## src/rtl/cbw_pkg.sv

```systemverilog
package cbw_pkg;
  localparam int ADDR_W = 7;
  localparam int BYTE_W = ADDR_W + 1;

  typedef enum logic [3:0] {
    ST_IDLE,
    ST_SEL,
    ST_WMODE,
    ST_LOAD,
    ST_ACT,
    ST_REST,
    ST_UNSTRB,
    ST_DESEL,
    ST_RECOVER
  } link_state_e;
endpackage

```

## src/rtl/cbw_hold_timer.sv

```systemverilog
module cbw_hold_timer #(
  parameter int W = 8
) (
  input  logic         clk,
  input  logic         rst_n,
  input  logic         load,
  input  logic [W-1:0] len,
  output logic         expired
);
  logic [W-1:0] cnt;

  // A state that loads the timer on entry lasts max(len,1) cycles.
  always_ff @(posedge clk or negedge rst_n) begin
    if (!rst_n) begin
      cnt <= '0;
    end else if (load) begin
      cnt <= (len == '0) ? '0 : len - W'(1);
    end else if (cnt != '0) begin
      cnt <= cnt - W'(1);
    end
  end

  assign expired = (cnt == '0);
endmodule

```

## src/rtl/cbw_shifter.sv

```systemverilog
module cbw_shifter #(
  parameter int WIDTH = 8
) (
  input  logic             clk,
  input  logic             rst_n,
  input  logic             load,
  input  logic [WIDTH-1:0] din,
  input  logic             step,
  output logic             msb,
  output logic             last
);
  localparam int CW = (WIDTH > 1) ? $clog2(WIDTH) : 1;

  logic [WIDTH-1:0] sr;
  logic [CW-1:0]    cnt;

  always_ff @(posedge clk or negedge rst_n) begin
    if (!rst_n) begin
      sr  <= '0;
      cnt <= '0;
    end else if (load) begin
      sr  <= din;
      cnt <= '0;
    end else if (step) begin
      sr  <= {sr[WIDTH-2:0], 1'b0};
      cnt <= cnt + CW'(1);
    end
  end

  assign msb  = sr[WIDTH-1];
  assign last = (cnt == CW'(WIDTH - 1));
endmodule

```

## src/rtl/cbw_seq.sv

```systemverilog
module cbw_seq
  import cbw_pkg::*;
(
  input  logic        clk,
  input  logic        rst_n,
  input  logic        cmd_valid,
  input  logic        abort,
  input  logic        gap_done,
  input  logic        half_done,
  input  logic        last_bit,
  output link_state_e st,
  output logic        gap_load,
  output logic        half_load,
  output logic        sh_load,
  output logic        sh_step,
  output logic        cmd_ready
);
  link_state_e nxt;

  always_ff @(posedge clk or negedge rst_n) begin
    if (!rst_n) st <= ST_IDLE;
    else        st <= nxt;
  end

  always_comb begin
    nxt       = st;
    gap_load  = 1'b0;
    half_load = 1'b0;
    sh_load   = 1'b0;
    sh_step   = 1'b0;
    cmd_ready = (st == ST_LOAD) && !abort;
    if (abort && st != ST_IDLE && st != ST_RECOVER) begin
      nxt      = ST_RECOVER;
      gap_load = 1'b1;
    end else begin
      unique case (st)
        ST_IDLE: if (cmd_valid) begin
          nxt      = ST_SEL;
          gap_load = 1'b1;
        end
        ST_SEL: if (gap_done) begin
          nxt      = ST_WMODE;
          gap_load = 1'b1;
        end
        ST_WMODE: if (gap_done) nxt = ST_LOAD;
        ST_LOAD: begin
          if (cmd_valid) begin
            sh_load   = 1'b1;
            half_load = 1'b1;
            nxt       = ST_ACT;
          end else begin
            gap_load = 1'b1;
            nxt      = ST_UNSTRB;
          end
        end
        ST_ACT: if (half_done) begin
          half_load = 1'b1;
          nxt       = ST_REST;
        end
        ST_REST: if (half_done) begin
          if (last_bit) begin
            nxt = ST_LOAD;
          end else begin
            sh_step   = 1'b1;
            half_load = 1'b1;
            nxt       = ST_ACT;
          end
        end
        ST_UNSTRB: if (gap_done) begin
          gap_load = 1'b1;
          nxt      = ST_DESEL;
        end
        ST_DESEL:   if (gap_done) nxt = ST_IDLE;
        ST_RECOVER: if (gap_done) nxt = ST_IDLE;
        default:    nxt = ST_IDLE;
      endcase
    end
  end
endmodule

```

## src/rtl/cfg_bit_writer.sv

```systemverilog
module cfg_bit_writer
  import cbw_pkg::*;
#(
  parameter int HALF_W = 16,
  parameter int GAP_W  = 8
) (
  input  logic                clk,
  input  logic                rst_n,
  input  logic                cmd_valid,
  output logic                cmd_ready,
  input  logic                cmd_value,
  input  logic [ADDR_W-1:0]   cmd_addr,
  input  logic                cmd_precharge,
  input  logic [HALF_W-1:0]   cfg_half,
  input  logic [GAP_W-1:0]    cfg_gap,
  input  logic                cfg_clk_inv,
  input  logic                abort,
  output logic                busy,
  output logic                link_cs_n,
  output logic                link_strb,
  output logic                link_sclk,
  output logic                link_sdo,
  output logic                link_sdo_oe
);
  link_state_e        st;
  logic               gap_load, half_load, gap_done, half_done;
  logic               sh_load, sh_step, sh_msb, sh_last;
  logic [BYTE_W-1:0]  cmd_byte;
  logic               idle_lvl, selected, wmode, shifting;

  assign cmd_byte = cmd_precharge ? {BYTE_W{1'b1}} : {cmd_value, cmd_addr};

  cbw_seq u_seq (
    .clk       (clk),
    .rst_n     (rst_n),
    .cmd_valid (cmd_valid),
    .abort     (abort),
    .gap_done  (gap_done),
    .half_done (half_done),
    .last_bit  (sh_last),
    .st        (st),
    .gap_load  (gap_load),
    .half_load (half_load),
    .sh_load   (sh_load),
    .sh_step   (sh_step),
    .cmd_ready (cmd_ready)
  );

  cbw_hold_timer #(.W(GAP_W)) u_gap_tmr (
    .clk     (clk),
    .rst_n   (rst_n),
    .load    (gap_load),
    .len     (cfg_gap),
    .expired (gap_done)
  );

  cbw_hold_timer #(.W(HALF_W)) u_half_tmr (
    .clk     (clk),
    .rst_n   (rst_n),
    .load    (half_load),
    .len     (cfg_half),
    .expired (half_done)
  );

  cbw_shifter #(.WIDTH(BYTE_W)) u_shift (
    .clk   (clk),
    .rst_n (rst_n),
    .load  (sh_load),
    .din   (cmd_byte),
    .step  (sh_step),
    .msb   (sh_msb),
    .last  (sh_last)
  );

  // Link pins are a decode of the state register only.
  assign idle_lvl  = ~cfg_clk_inv;
  assign selected  = (st == ST_SEL) || (st == ST_WMODE) || (st == ST_LOAD) ||
                     (st == ST_ACT) || (st == ST_REST)  || (st == ST_UNSTRB);
  assign wmode     = (st == ST_WMODE) || (st == ST_LOAD) ||
                     (st == ST_ACT)   || (st == ST_REST);
  assign shifting  = (st == ST_ACT) || (st == ST_REST);

  assign link_cs_n   = ~selected;
  assign link_strb   = ~wmode;
  assign link_sclk   = (st == ST_ACT) ? ~idle_lvl : idle_lvl;
  assign link_sdo    = shifting ? sh_msb : 1'b1;
  assign link_sdo_oe = wmode;
  assign busy        = (st != ST_IDLE);
endmodule

```

## config.mk

```make
export PLATFORM = sky130hd
export DESIGN_NAME = cfg_bit_writer
export DESIGN_NICKNAME = d
export VERILOG_FILES = /design/src/rtl/cbw_pkg.sv /design/src/rtl/cbw_hold_timer.sv /design/src/rtl/cbw_shifter.sv /design/src/rtl/cbw_seq.sv /design/src/rtl/cfg_bit_writer.sv
export SDC_FILE = /design/constraint.sdc
export NUM_CORES = 1
export LEC_CHECK = 0
export ABC_CLOCK_PERIOD_IN_PS = 4200
export BUFFER_PORTS_ARGS = -buffer_cell sky130_fd_sc_hd__buf_2
export CAP_MARGIN = 30
export CELL_PAD_IN_SITES_DETAIL_PLACEMENT = 1
export CELL_PAD_IN_SITES_GLOBAL_PLACEMENT = 2
export CORE_AREA = 2 2 90 100
export DETAILED_ROUTE_END_ITERATION = 16
export DIE_AREA = 0 0 92 102
export GPL_ROUTABILITY_DRIVEN = 0
export GPL_TIMING_DRIVEN = 1
export PLACE_DENSITY_LB_ADDON = 0.1
export SYNTH_ARGS = -nofsm -noshare
export SYNTH_HDL_FRONTEND = slang
export SYNTH_SLANG_ARGS = --single-unit
```

## constraint.sdc

```tcl
create_clock -name clk -period 4.2 [get_ports clk]
set_input_delay 0.21 -clock clk [delete_from_list [all_inputs] [get_ports clk]]
set_output_delay 0.21 -clock clk [all_outputs]
set_load 0.02 [all_outputs]
```

==> flow_metrics.env, run 1 <==
export IMPL_crit_path_start_kind="flop"
export IMPL_synth_async_reset_ratio=1.000
export IMPL_post_cts_buffers=0
export IMPL_max_slew_margin=0.3701
export IMPL_holdBufCountCts=0
export IMPL_grt_pass1_wl_um=13300
export IMPL_fmax_mhz=384.5
export IMPL_arrival_ns=2.75
export IMPL_synth_area_leaders="dfrtp_1 32%, mux2i_1 5.6%, ha_1 4.1%, o21ai_0 4.1%, xor2_1 4.1%"
export IMPL_grt_pass1_vias=2806
export IMPL_cp_max_fo=16
export IMPL_grt_max_degree=40
export IMPL_power_uw=1804
export IMPL_dpl_hpwl_um=6013
export IMPL_slew_violations=0
export IMPL_portBuffers=44
export IMPL_wire_per_inst_um=15.48
export IMPL_antenna_found_initial=0
export IMPL_fin_nets=441
export IMPL_synth_seq_cells=39
export IMPL_hold_violations=0
export IMPL_hold_path_class="primary input to asynchronous set/reset pin"
export IMPL_yosys_area_top_type_share=0.3231
export IMPL_rsz0062_at_grt="no"
export IMPL_diodes=0
export IMPL_cts_max_path_buffers=2
export IMPL_seq_area_frac_synth=0.3231
export IMPL_start_util=0.3630
export IMPL_synth_top_flop_cell="dfrtp_1"
export IMPL_setup_viol=0
export IMPL_yosysTopAreaCell="dfrtp_1"
export IMPL_grtUsageTotal=0.1747
export IMPL_yosysWarnings=0
export IMPL_overflow=0
export IMPL_drv_cap=0
export IMPL_worst_pin_slew_ns=0.9439
export IMPL_path_buf_inv=1
export IMPL_viasPerCell=5.358
export IMPL_syn2layout_area_growth_pct=13.67
export IMPL_status="complete, no violations"
export IMPL_reg2regPathDepth=6
export IMPL_die_width_um=92
export IMPL_fin_crit_ns=2.601
export IMPL_r2r_start="u_half_tmr.cnt[12]"
export IMPL_rows=35
export IMPL_drt_iter0_markers=78
export IMPL_synth_area_mm2=0.003020
export IMPL_hold_ws_ns=0.03731
export IMPL_cts_resized=0
export IMPL_finalCritPeriodShare=0.6192
export IMPL_io_pin_count=45
export IMPL_critical_path_top_delay_family="simple AND/OR/NAND/NOR gates"
export IMPL_die_y_um=102
export IMPL_h_tree_depth=2
export IMPL_r2r_end="u_half_tmr.cnt[9]"
export IMPL_clkTransAtPathRegs_ns=0.09
export IMPL_clock_skew_ns=0.01763
export IMPL_cts_buffers=5
export IMPL_syn_inst=357
export IMPL_drcViolationCount=0
export IMPL_cp_cell_sequence="or4_4 -> nand4bb_4 -> o31ai_1 -> buf_4 -> and2_1 -> o21ai_0"
export IMPL_power_leakage_uw=0.001349
export IMPL_synth_distinct_cells=54
export IMPL_synth_area_per_cell_um2=8.460
export IMPL_drive_gt1_frac=0.1777
export IMPL_crit_required_ns=4.35
export IMPL_fp_coreArea_mm2=0.008320
export IMPL_ir_drop_mv=0.1834
export IMPL_root_buffer="clkbuf_8"
export IMPL_critical_path_class="flop to flop"
export IMPL_drt_pass1_iterations=4
export IMPL_antenna_left=0
export IMPL_setup_tns_ns=0
export IMPL_clk_latency_ns=0.30
export IMPL_rrSetupSlack_ns=1.60
export IMPL_synth_nets=405
export IMPL_setup_worst_path_end_class="flop"
export IMPL_max_stage_delay_ns=0.56
export IMPL_powerDensity_mw_per_mm2=525.5
export IMPL_vias=2706
export IMPL_wl_um=7817
export IMPL_die_area_mm2=0.009384
export IMPL_cts_tree="yes"
export IMPL_cts_sinks=39
export IMPL_synth_edff_count=0
export IMPL_slowest_stage="or4_4"
[per-layer routing]
layer	GRT usage	wire length, µm	vias up
met5	0	0	-
met4	0.04478	106	0
met3	0.02212	186	9
met2	0.3162	3915	46
met1	0.2224	3609	1279
li1	-	-	1372
[cells in the mapped netlist, types with 2 or more instances]
library cell  instances
o31ai_1               4
xnor2_1              12
nor4b_1               5
or4_1                 4
o211ai_1              2
nand4b_1              3
xor2_1               14
nor3b_1               5
or3_1                 4
nand3_1              14
nand2b_1              7
nand4_1              10
a211oi_1              4
clkbuf_1             14
nand2_1              29
dfrtp_1              39
nor2_1               31
a21oi_1              17
or2_2                 2
nor2b_1               4
and2_1                2
inv_1                11
nor4_1               10
ha_1                 10
or3b_2                2
nand3b_1              3
mux2i_1              17
mux2_2                3
o21ai_0              25
mux2_1                3
a22oi_1               2
o21a_1                2
o31a_1                3
nor3_1               20
[how the worst max path moves through the flow]
stage / startpoint / slack [ns] / cells past startpoint / endpoint
after floorplan: u_seq.st[3] / 1.79 / 7 / u_shift.sr[6]
after global placement: u_half_tmr.cnt[12] / 1.62 / 6 / u_half_tmr.cnt[7]
after detailed placement: u_half_tmr.cnt[12] / 1.56 / 6 / u_half_tmr.cnt[13]
after CTS: u_half_tmr.cnt[12] / 1.57 / 6 / u_half_tmr.cnt[13]
after global routing: u_gap_tmr.cnt[0] / 1.30 / 7 / u_gap_tmr.cnt[1]
final: u_half_tmr.cnt[12] / 1.60 / 6 / u_half_tmr.cnt[9]
[kinds of logic after synthesis]
kind of cell,Yosys count,synth area share
AO/OA/AOI/OAI,68,0.1384
XOR/XNOR,26,0.07539
adder cells (fa/ha/maj),10,0.04143
buffers and inverters,29,0.04059
flip-flops,39,0.3231
multiplexers,23,0.07870
AND/OR/NAND/NOR,162,0.3024
[area by class of cell]
type | count | area, µm²
multi-input cells | 289 | 1922
well taps | 111 | 138.9
repair buffers | 47 | 242.7
fillers | 1025 | 4887
clock buffers | 5 | 68.82
inverters | 11 | 41.29
clock inverters | 3 | 43.79
flip-flops and latches | 39 | 975.9
[layout by cell type (no fill, tap or decap), drive strengths merged, types with 3 or more instances in the layout]
cell,instances
or3,4
clkbuf,5
xnor2,12
nor3b,5
nand3b,3
nand2b,7
xor2,14
nand4,10
o31ai,4
ha,10
inv,11
nor4,11
dfrtp,39
nor2b,4
o31a,3
nand2,29
nand3,14
nand4b,3
buf,47
mux2i,17
mux2,6
or2,3
nor2,32
a211oi,4
nor4b,5
o21ai,25
a21oi,17
or4,6
nor3,20
[through the flow]
stage / instance area (µm²) / std cells / setup slack (ns) / utilization
after CTS: 3433 / 505 / 1.569 / 0.4126
final: 3433 / 505 / 1.600 / 0.4126
after floorplan: 3020 / 357 / 1.795 / -
after detailed placement: 3321 / 497 / 1.555 / 0.3991
after global placement: 3321 / 497 / 1.623 / 0.3991
after global routing: 3433 / 505 / 1.303 / 0.4126
[flip-flops by register name, indices dropped and copies added, names as in the netlist]
| signal | cells |
|---|---|
| u_half_tmr.cnt | 16 |
| u_gap_tmr.cnt | 8 |
| u_shift.sr | 8 |
| u_seq.st | 4 |
| u_shift.cnt | 3 |
[where the power goes]
group	switching, µW	total (µW)	internal (µW)
Sequential	211	741	530
Combinational	412	744	332
Clock	142	319	177
Total	765	1800	1040
Power figures use the tool's default switching activity.
==> inputs of run 2 (changes only) <==
- ABC_CLOCK_PERIOD_IN_PS: 4200 -> 2400
- CORE_AREA: 2 2 90 100 -> 2 2 93 104
- DIE_AREA: 0 0 92 102 -> 0 0 95 106
- clock period: 4.2 -> 2.4 ns (I/O delays scaled with it)
==> run 2 against run 1 <==
Clock power increased by 110%. Critical endpoint is now u_seq.st[1]. Register-to-register slack got worse by 1.5 ns. Sequential power increased by 69%. First-iteration DRC count increased by 2.6%. Sequential share of layout area decreased by 1.5 points. Maximum frequency increased by 13%.
==> flow_metrics.env, run 2 (synthesis gave the netlist of run 1 again) <==
export IMPL_syn2layout_area_growth_pct=20.17
export IMPL_clock_skew_ns=0.01246
export IMPL_cts_buffers=5
export IMPL_post_cts_buffers=0
export IMPL_clkTransAtPathRegs_ns=0.09
export IMPL_fin_nets=461
export IMPL_cp_max_fo=4
export IMPL_largest_register="u_half_tmr.cnt"
export IMPL_power_leakage_uw=0.001456
export IMPL_vias=2822
export IMPL_antenna_left=0
export IMPL_overflow=0
export IMPL_r2r_end="u_seq.st[1]"
export IMPL_clk_latency_ns=0.30
export IMPL_utilization=0.3980
export IMPL_max_slew_margin=0.3992
export IMPL_h_tree_depth=2
export IMPL_die_area_mm2=0.01007
export IMPL_grt_pass1_wl_um=13950
export IMPL_fin_crit_ns=2.303
export IMPL_portBuffers=44
export IMPL_cts_tree="yes"
export IMPL_worstHoldPathCells=3
export IMPL_grt_pass1_vias=2912
export IMPL_worst_slack_ns=0.09667
export IMPL_diodes=0
export IMPL_powerDensity_mw_per_mm2=931.2
export IMPL_setup_viol=0
export IMPL_rsz0062_at_grt="no"
export IMPL_arrival_ns=2.49
export IMPL_power_uw=3380
export IMPL_setup_tns_ns=0
export IMPL_critical_path_class="flop to flop"
export IMPL_hold_ws_ns=0.06678
export IMPL_worstHoldStart="cmd_addr[4]"
export IMPL_io_pin_count=45
export IMPL_viasPerCell=5.315
export IMPL_final_common_cell="buf_2"
export IMPL_slew_violations=0
export IMPL_die_width_um=95
export IMPL_fmax_mhz=434.2
export IMPL_start_util=0.3312
export IMPL_final_cell_mix="44 x buf_2, 39 x dfrtp_1, 31 x nor2_1, 29 x nand2_1, 25 x o21ai_0"
export IMPL_antenna_found_initial=0
export IMPL_drv_cap=0
export IMPL_largest_reg_flops=16
export IMPL_fp_coreArea_mm2=0.009120
export IMPL_finalCritPeriodShare=0.9597
export IMPL_place_ws_ns=0.1176
export IMPL_r2r_start="u_half_tmr.cnt[12]"
export IMPL_hold_path_class="primary input to flop"
export IMPL_setup_worst_path_end_class="flop"
export IMPL_dpl_hpwl_um=6420
export IMPL_worst_pin_slew_ns=0.9012
export IMPL_reg2regPathDepth=5
export IMPL_nFillCells=1135
export IMPL_ir_drop_mv=0.3515
export IMPL_hold_end="u_shift.sr[4]"
export IMPL_grt_max_degree=40
export IMPL_rrSetupSlack_ns=0.1
export IMPL_top_regs="u_half_tmr.cnt (16), u_gap_tmr.cnt (8), u_shift.sr (8)"
export IMPL_root_buffer="clkbuf_8"
export IMPL_cts_max_path_buffers=2
export IMPL_crit_required_ns=2.58
export IMPL_drt_pass1_iterations=4
export IMPL_crit_path_start_kind="flop"
export IMPL_die_y_um=106
export IMPL_drive_gt1_frac=0.2198
export IMPL_grtUsageTotal=0.1716
export IMPL_regArea_um2=975.9
export IMPL_drt_iter0_markers=80
export IMPL_rows=37
export IMPL_wire_per_inst_um=15.51
export IMPL_cts_sinks=39
export IMPL_hold_violations=0
export IMPL_wl_um=8236
export IMPL_drcViolationCount=0
export IMPL_status="complete, no violations"
export IMPL_multi_input_area_mm2=0.001934
-- run 2: cell types whose count changed in the layout (fill, tap and decap cells not counted), sizes merged --
cell / delta
clkinvlp: +1
bufinv: +1
clkinv: -2
buf: +19
dlygate4sd3: +1
-- run 2: timing repair --
| item | in CTS | in global routing |
|---|---|---|
| hold buffers | 1 | 0 |
| hold endpoints to repair | 39 | 0 |
| gates resized for setup | 0 | 1 |
| setup endpoints to repair | 0 | 1 |
-- run 2: how the worst max path moves through the flow --
| stage | startpoint | end | slack (ns) | depth (start not counted) |
|---|---|---|---|---|
| after global routing | u_seq.st[2] | u_shift.sr[1] | 0.03 | 5 |
| final | u_half_tmr.cnt[12] | u_seq.st[1] | 0.1 | 5 |
| after floorplan | u_half_tmr.cnt[12] | u_seq.st[2] | 0.1 | 6 |
| after CTS | u_half_tmr.cnt[12] | u_seq.st[1] | 0.11 | 5 |
| after detailed placement | u_half_tmr.cnt[12] | u_seq.st[1] | 0.12 | 5 |
| after global placement | u_half_tmr.cnt[12] | u_seq.st[0] | 0.17 | 5 |
-- run 2: layout make-up --
| class | instances | area share |
|---|---|---|
| Multi-Input combinational cell | 289 | 0.5329 |
| Sequential cell | 39 | 0.2689 |
| Timing Repair Buffer | 67 | 0.1089 |
| Tap cell | 117 | 0.04033 |
| Clock buffer | 5 | 0.01896 |
| Clock inverter | 3 | 0.01861 |
| Inverter | 11 | 0.01138 |
-- run 2: power by group --
| group | leakage (µW) | switching [µW] | internal [µW] |
|---|---|---|---|
| Sequential | 0.000470 | 324 | 928 |
| Clock | 0.0000644 | 251 | 415 |
| Combinational | 0.000922 | 801 | 661 |
-- run 2: routing by layer --
metal  part of all wire  vias to the layer above  global-route usage  wire length (µm)
li1                   -                     1411                   -                 -
met1               0.46                     1358              0.2198              3772
met2               0.51                       43              0.2999              4162
met3              0.024                       10             0.02410               199
met4              0.012                        0             0.04451               102
met5                  0                        -                   0                 0
-- run 2: critical path, stage by stage (launching register included) --
cell and delay, ns:
dfrtp_1 0.43, or4_4 0.56, nand4bb_4 0.22, or2_0 0.25, a221o_2 0.41, mux2_1 0.32
-- run 2: per-stage QoR --
stage,instances,instance area (µm²)
floorplan,357,3027
global placement,522,3477
detailed placement,522,3477
CTS,531,3623
global route,531,3630
finish,531,3630
